--- src/rtl/pio_timing_pkg.sv ---
package pio_timing_pkg;
    localparam int BYTE_W    = 8;
    localparam int ADDR_W    = 4;
    localparam int NUM_SLOTS = 3;   // drive 0, drive 1, shared secondary
    localparam int SEC_SLOT  = 2;
    localparam int CNT_W     = 5;   // holds up to 17 clocks

    localparam logic [ADDR_W-1:0] A_CTRL = ADDR_W'(0);
    localparam logic [ADDR_W-1:0] A_SU0  = ADDR_W'(1);
    localparam logic [ADDR_W-1:0] A_TM0  = ADDR_W'(4);
    localparam logic [ADDR_W-1:0] A_CMD  = ADDR_W'(7);
    localparam logic [ADDR_W-1:0] A_FLD0 = ADDR_W'(8);

    typedef enum logic [1:0] {PH_IDLE, PH_SETUP, PH_ACTIVE, PH_RECOV} phase_e;

    typedef struct packed {
        logic [CNT_W-1:0] setup;
        logic [CNT_W-1:0] active;
        logic [CNT_W-1:0] recov;
    } phase_counts_t;

    function automatic logic [CNT_W-1:0] setup_clocks(input logic [1:0] code);
        case (code)
            2'b00:   return CNT_W'(4);
            2'b10:   return CNT_W'(3);
            2'b01:   return CNT_W'(2);
            default: return CNT_W'(5);
        endcase
    endfunction

    function automatic logic [CNT_W-1:0] nib_clocks(input logic [3:0] nib);
        return (nib == 4'd0) ? CNT_W'(16) : CNT_W'(nib);
    endfunction

    function automatic phase_counts_t derive_counts(input logic [1:0] code,
                                                    input logic [BYTE_W-1:0] tbyte,
                                                    input logic [1:0] rev);
        phase_counts_t c;
        c.setup  = setup_clocks(code);
        c.active = nib_clocks(tbyte[7:4]);
        c.recov  = nib_clocks(tbyte[3:0]);
        if (c.active == CNT_W'(1))
            c.active = CNT_W'(2);
        if (c.active > CNT_W'(3) && c.recov == CNT_W'(1))
            c.recov = CNT_W'(2);
        if (rev > 2'd1)
            c.recov = c.recov + CNT_W'(1);
        return c;
    endfunction
endpackage

--- src/rtl/pio_regfile.sv ---
module pio_regfile
    import pio_timing_pkg::*;
(
    input  logic                                clk,
    input  logic                                rst,
    input  logic                                we,
    input  logic [ADDR_W-1:0]                   addr,
    input  logic [BYTE_W-1:0]                   wdata,
    output logic [NUM_SLOTS-1:0][1:0]           su_code,
    output logic [NUM_SLOTS-1:0][BYTE_W-1:0]    tm_byte,
    output logic [BYTE_W-1:0]                   cmd_byte,
    output logic [3:0]                          pf_off
);
    logic [1:0] ctrl_pf;   // control byte bits 7:6
    logic [1:0] sec_pf;    // secondary setup byte bits 3:2

    for (genvar k = 0; k < NUM_SLOTS; k++) begin : g_slot
        logic hit_su, hit_fld, hit_tm;
        assign hit_su  = we && (addr == A_SU0  + ADDR_W'(k));
        assign hit_fld = we && (addr == A_FLD0 + ADDR_W'(k));
        assign hit_tm  = we && (addr == A_TM0  + ADDR_W'(k));

        always_ff @(posedge clk) begin
            if (rst) begin
                su_code[k] <= 2'b00;
                tm_byte[k] <= '0;
            end else begin
                if (hit_su || hit_fld)
                    su_code[k] <= wdata[7:6];
                if (hit_tm)
                    tm_byte[k] <= wdata;
            end
        end

        if (k == SEC_SLOT) begin : g_sec_pf
            always_ff @(posedge clk) begin
                if (rst)
                    sec_pf <= 2'b11;
                else if (hit_su)
                    sec_pf <= wdata[3:2];
            end
        end
    end

    always_ff @(posedge clk) begin
        if (rst) begin
            ctrl_pf  <= 2'b11;
            cmd_byte <= '0;
        end else if (we) begin
            if (addr == A_CTRL)
                ctrl_pf <= wdata[7:6];
            if (addr == A_CMD)
                cmd_byte <= wdata;
        end
    end

    assign pf_off = {sec_pf, ctrl_pf};
endmodule

--- src/rtl/pio_timing_sel.sv ---
module pio_timing_sel
    import pio_timing_pkg::*;
(
    input  logic [1:0]                          drive,
    input  logic                                cmd_sel,
    input  logic [1:0]                          rev,
    input  logic [NUM_SLOTS-1:0][1:0]           su_code,
    input  logic [NUM_SLOTS-1:0][BYTE_W-1:0]    tm_byte,
    input  logic [BYTE_W-1:0]                   cmd_byte,
    output phase_counts_t                       counts
);
    logic [1:0]        slot;
    logic [BYTE_W-1:0] tsel;

    always_comb begin
        slot   = drive[1] ? 2'(SEC_SLOT) : {1'b0, drive[0]};
        tsel   = cmd_sel ? cmd_byte : tm_byte[slot];
        counts = derive_counts(su_code[slot], tsel, rev);
    end
endmodule

--- src/rtl/pio_phase_seq.sv ---
module pio_phase_seq
    import pio_timing_pkg::*;
(
    input  logic            clk,
    input  logic            rst,
    input  logic            go,
    input  logic            go_write,
    input  phase_counts_t   counts_in,
    output logic            rd_strobe,
    output logic            wr_strobe,
    output logic            busy,
    output logic            done
);
    phase_e           phase;
    phase_counts_t    held;
    logic [CNT_W-1:0] cnt;
    logic             wr_q;

    always_ff @(posedge clk) begin
        if (rst) begin
            phase <= PH_IDLE;
            held  <= '0;
            cnt   <= '0;
            wr_q  <= 1'b0;
            done  <= 1'b0;
        end else begin
            done <= 1'b0;
            unique case (phase)
                PH_IDLE: if (go) begin
                    phase <= PH_SETUP;
                    held  <= counts_in;
                    cnt   <= counts_in.setup - CNT_W'(1);
                    wr_q  <= go_write;
                end
                PH_SETUP: if (cnt == '0) begin
                    phase <= PH_ACTIVE;
                    cnt   <= held.active - CNT_W'(1);
                end else cnt <= cnt - CNT_W'(1);
                PH_ACTIVE: if (cnt == '0) begin
                    phase <= PH_RECOV;
                    cnt   <= held.recov - CNT_W'(1);
                end else cnt <= cnt - CNT_W'(1);
                PH_RECOV: if (cnt == '0) begin
                    phase <= PH_IDLE;
                    done  <= 1'b1;
                end else cnt <= cnt - CNT_W'(1);
                default: phase <= PH_IDLE;
            endcase
        end
    end

    assign busy      = (phase != PH_IDLE);
    assign rd_strobe = (phase == PH_ACTIVE) && !wr_q;
    assign wr_strobe = (phase == PH_ACTIVE) &&  wr_q;
endmodule

--- src/rtl/pio_cycle_timer.sv ---
module pio_cycle_timer
    import pio_timing_pkg::*;
(
    input  logic              clk,
    input  logic              rst,
    input  logic              cfg_we,
    input  logic [3:0]        cfg_addr,
    input  logic [7:0]        cfg_wdata,
    input  logic [1:0]        rev_code,
    input  logic              start,
    input  logic [1:0]        start_drive,
    input  logic              start_write,
    input  logic              start_cmd,
    output logic              rd_strobe,
    output logic              wr_strobe,
    output logic              busy,
    output logic              done,
    output logic              cfg_bad,
    output logic [3:0]        pf_off
);
    logic [NUM_SLOTS-1:0][1:0]        su_code;
    logic [NUM_SLOTS-1:0][BYTE_W-1:0] tm_byte;
    logic [BYTE_W-1:0]                cmd_byte;
    phase_counts_t                    counts;

    assign cfg_bad = (rev_code == 2'd0);

    pio_regfile regs_i (
        .clk(clk), .rst(rst), .we(cfg_we), .addr(cfg_addr), .wdata(cfg_wdata),
        .su_code(su_code), .tm_byte(tm_byte), .cmd_byte(cmd_byte), .pf_off(pf_off)
    );

    pio_timing_sel sel_i (
        .drive(start_drive), .cmd_sel(start_cmd), .rev(rev_code),
        .su_code(su_code), .tm_byte(tm_byte), .cmd_byte(cmd_byte), .counts(counts)
    );

    pio_phase_seq seq_i (
        .clk(clk), .rst(rst), .go(start && !cfg_bad), .go_write(start_write),
        .counts_in(counts), .rd_strobe(rd_strobe), .wr_strobe(wr_strobe),
        .busy(busy), .done(done)
    );
endmodule

--- config.mk ---
export PLATFORM = sky130hd
export DESIGN_NAME = pio_cycle_timer
export DESIGN_NICKNAME = d
export VERILOG_FILES = /design/src/rtl/pio_timing_pkg.sv /design/src/rtl/pio_regfile.sv /design/src/rtl/pio_timing_sel.sv /design/src/rtl/pio_phase_seq.sv /design/src/rtl/pio_cycle_timer.sv
export SDC_FILE = /design/constraint.sdc
export NUM_CORES = 1
export LEC_CHECK = 0
export BUFFER_PORTS_ARGS = -buffer_cell sky130_fd_sc_hd__buf_2
export CAP_MARGIN = 20
export CORE_MARGIN = 2
export CORE_UTILIZATION = 65
export DETAILED_ROUTE_END_ITERATION = 8
export GPL_ROUTABILITY_DRIVEN = 1
export MAX_ROUTING_LAYER = met4
export PLACE_DENSITY = 0.84
export SLEW_MARGIN = 10
export SYNTH_ARGS = -nofsm -noshare
export SYNTH_HDL_FRONTEND = slang
export SYNTH_HIERARCHICAL = 1
export SYNTH_SLANG_ARGS = --single-unit
export TNS_END_PERCENT = 10
--- constraint.sdc ---
create_clock -name clk -period 4.9 [get_ports clk]
set_input_delay 0.49 -clock clk [delete_from_list [all_inputs] [get_ports clk]]
set_output_delay 0.49 -clock clk [all_outputs]
set_load 0.03 [all_outputs]
==> out/metrics.cfg <==
[status]
outcome=completed

[grt]
grt_max_degree=64
grt_pass1_vias=3046
grt_pass1_wl_um=13800
grtUsageTotal_pct=28.4
gr-total-overflow=0
grt_antenna_before_repair=0

[synth]
synth.distinct_cells=63
yosys_most_used_dff=dfxtp_1
synth_edf_count=0
ys_ff_latch=61
yosysSeqAreaShare_pct=33.0
synth_area_um2=3700
synthCells=459
async_flop_share_pct=0
synth_warnings=6
syn_avg_cell_area_um2=8.06

[clock_tree]
clock_sinks=61
cts.path.max_buffers=2
clockRootBuffer=clkbuf_8
cts-resized-gates=0
cts_tree=built
cts_max_level=3
hold_buffers=0
cts.reportedPaths.clkPinSlew_ns=0.07
cts_setup_buffers=0
clock_latency_ns=0.34
cts_buffers=9

[placed_design]
gp_congestion=0.833
dp.cells=529
dp_worst_setup_slack_ns=2.10
dp_hpwl_um=5720
port_buffers=30

[sta]
final.setup_skew_ns=0.00727
fin_ws_ns=2.43
finalHoldViolCount=0
timing.slew.headroom_pct=31.2
setup_viol=0
rsz0062_at_grt=no
drv_slew=0
hold_ws_ns=0.395
finalSetupTns_ns=0
layout_min_cycle_time_ns=2.47
period_share_pct=50.3
max_freq_ghz=0.405
worst_pin_slew_ns=1.03

[floorplan]
die_w_um=79.4
die_area_um2=6310
core.rowCount=27
io_pins=31
dieHeight_um=79.4
initial_utilization_pct=67.1
coreArea_um2=5510

[route]
wire_per_inst_um=15.1
via_count=3300
drtIter0Drc=220
detail_route.wirelength_um=8250
drt.antenna.violating_nets=0
drc=0
viasPerCell=6.03
first_pass_iters=6

[job]
drv_cap=0

[worst_setup_path]
required_ns=5.14
worstSetupEndpointType=register
cp-start-kind=input port
arrival_ns=2.70
cp_max_fo=14
critical_path_class=input port to register

[final_layout]
finalNonFillerCells=547
layout.nets=506
nFillCells=458
final_cell_mix=61 x a21oi_1, 61 x dfxtp_1, 46 x o21ai_0, 39 x nand2_1, 34 x nand3_1
post-route-util_pct=71.7
antenna-diode-count=0
seq_area_um2=1220
multiInputGateArea_um2=2180
syn_to_final_growth_pct=6.84
post_route_cells_drive_above_1_share_pct=13.9

[power]
p_leak_nw=1.49
vdd_drop_max_mv=0.233
powerDensity_nw_per_um2=400

[worst_hold_path]
min_path_type=input port to register

## final timing paths
path,start,to,slack (ns),depth (start not counted)
max,start_drive[0],seq_i/cnt[3]$_SDFFE_PP0P_,2.43,11
max reg2reg,regs_i/su_code[2]$_SDFFE_PP0P_,seq_i/cnt[3]$_SDFFE_PP0P_,2.66,10
min reg2reg,regs_i/ctrl_pf[1]$_SDFFE_PP1P_,regs_i/ctrl_pf[1]$_SDFFE_PP1P_,0.46,1
min,start_write,seq_i/wr_q$_SDFFE_PP0P_,0.40,3
## sequential cells by signal, summed over array words and instances (netlist names)
name / cells
regs_i/cmd_byte: 8
regs_i/ctrl_pf: 2
seq_i/done: 1
seq_i/cnt: 5
regs_i/sec_pf: 2
seq_i/phase: 2
seq_i/held: 10
seq_i/wr_q: 1
regs_i/tm_byte: 24
regs_i/su_code: 6
## report_power, final
part	internal (W)	switching, W	leakage [nW]
clock	0.000247	0.000197	0.0964
combinational	0.000219	0.000339	0.902
sequential	0.000536	0.0000413	0.495
## metrics by stage
stage | cell area, µm² | power (W)
after global placement | 3720 | 0.00111
after global routing | 3950 | 0.00166
after CTS | 3920 | 0.00158
after detailed placement | 3720 | 0.00113
final | 3950 | 0.00158
after floorplan | 3700 | 0.00105
## cells by family (layout without fill, tap and decap cells)
group / count (synthesis) / after routing / share of synthesized area, %
muxes: 21 / 21 / 5.89
adders and majority gates: 14 / 14 / 4.74
buffers and inverters: 54 / 69 / 8.05
and+or+nand+nor: 146 / 146 / 21.1
DFF: 61 / 61 / 33.0
xor gates and xnor gates: 14 / 14 / 3.32
other: 1 / 2 / 0.101
AOI/OAI and AO/OA: 148 / 148 / 23.8
## worst max-delay path: stages
cell       delay (ns)
buf_2            0.29
mux2i_1          0.24
o21a_1           0.15
inv_1            0.05
ha_1             0.17
or2_2            0.32
nor3_1           0.21
xor2_1           0.18
a21oi_1          0.11
and4b_1          0.23
a2111oi_2        0.26
## cells in the mapped netlist, drive strengths merged, types with 3 or more instances
master	number	area, µm²
buf	22	174
clkbuf	11	45.0
dfxtp	61	1220
or2	5	31.3
a22oi	6	45.0
nor2b	8	50.1
mux2i	15	150
nand2	39	146
and2	3	18.8
nand3	34	170
inv	21	78.8
o21ai	54	282
mux2	6	67.6
nor3	5	25.0
a21oi	62	322
a211oi	4	35.0
xor2	8	70.1
ha	14	175
nor3b	6	61.3
xnor2	6	52.6
nand2b	12	75.1
o22ai	3	18.8
and3	5	31.3
nor2	16	60.1
## layer usage
layer / track usage [%] / up-vias / part of all wire (%)
met3: 5.09 / 4 / 6.6
li1: - / 1638 / -
met4: 9.31 / 0 / 0.46
met2: 46.6 / 123 / 50
met5: - / - / 0
met1: 35.5 / 1535 / 43
## final cells by class
| cell class | count | share of cell area, % |
|---|---|---|
| multi-input combinational | 345 | 55.2 |
| sequential | 61 | 30.9 |
| timing repair buffer | 32 | 4.69 |
| clock buffer | 12 | 3.67 |
| tap | 72 | 2.28 |
| inverter | 21 | 2.00 |
| clock inverter | 4 | 1.20 |
Note: power is estimated with default switching activity, not from simulation.
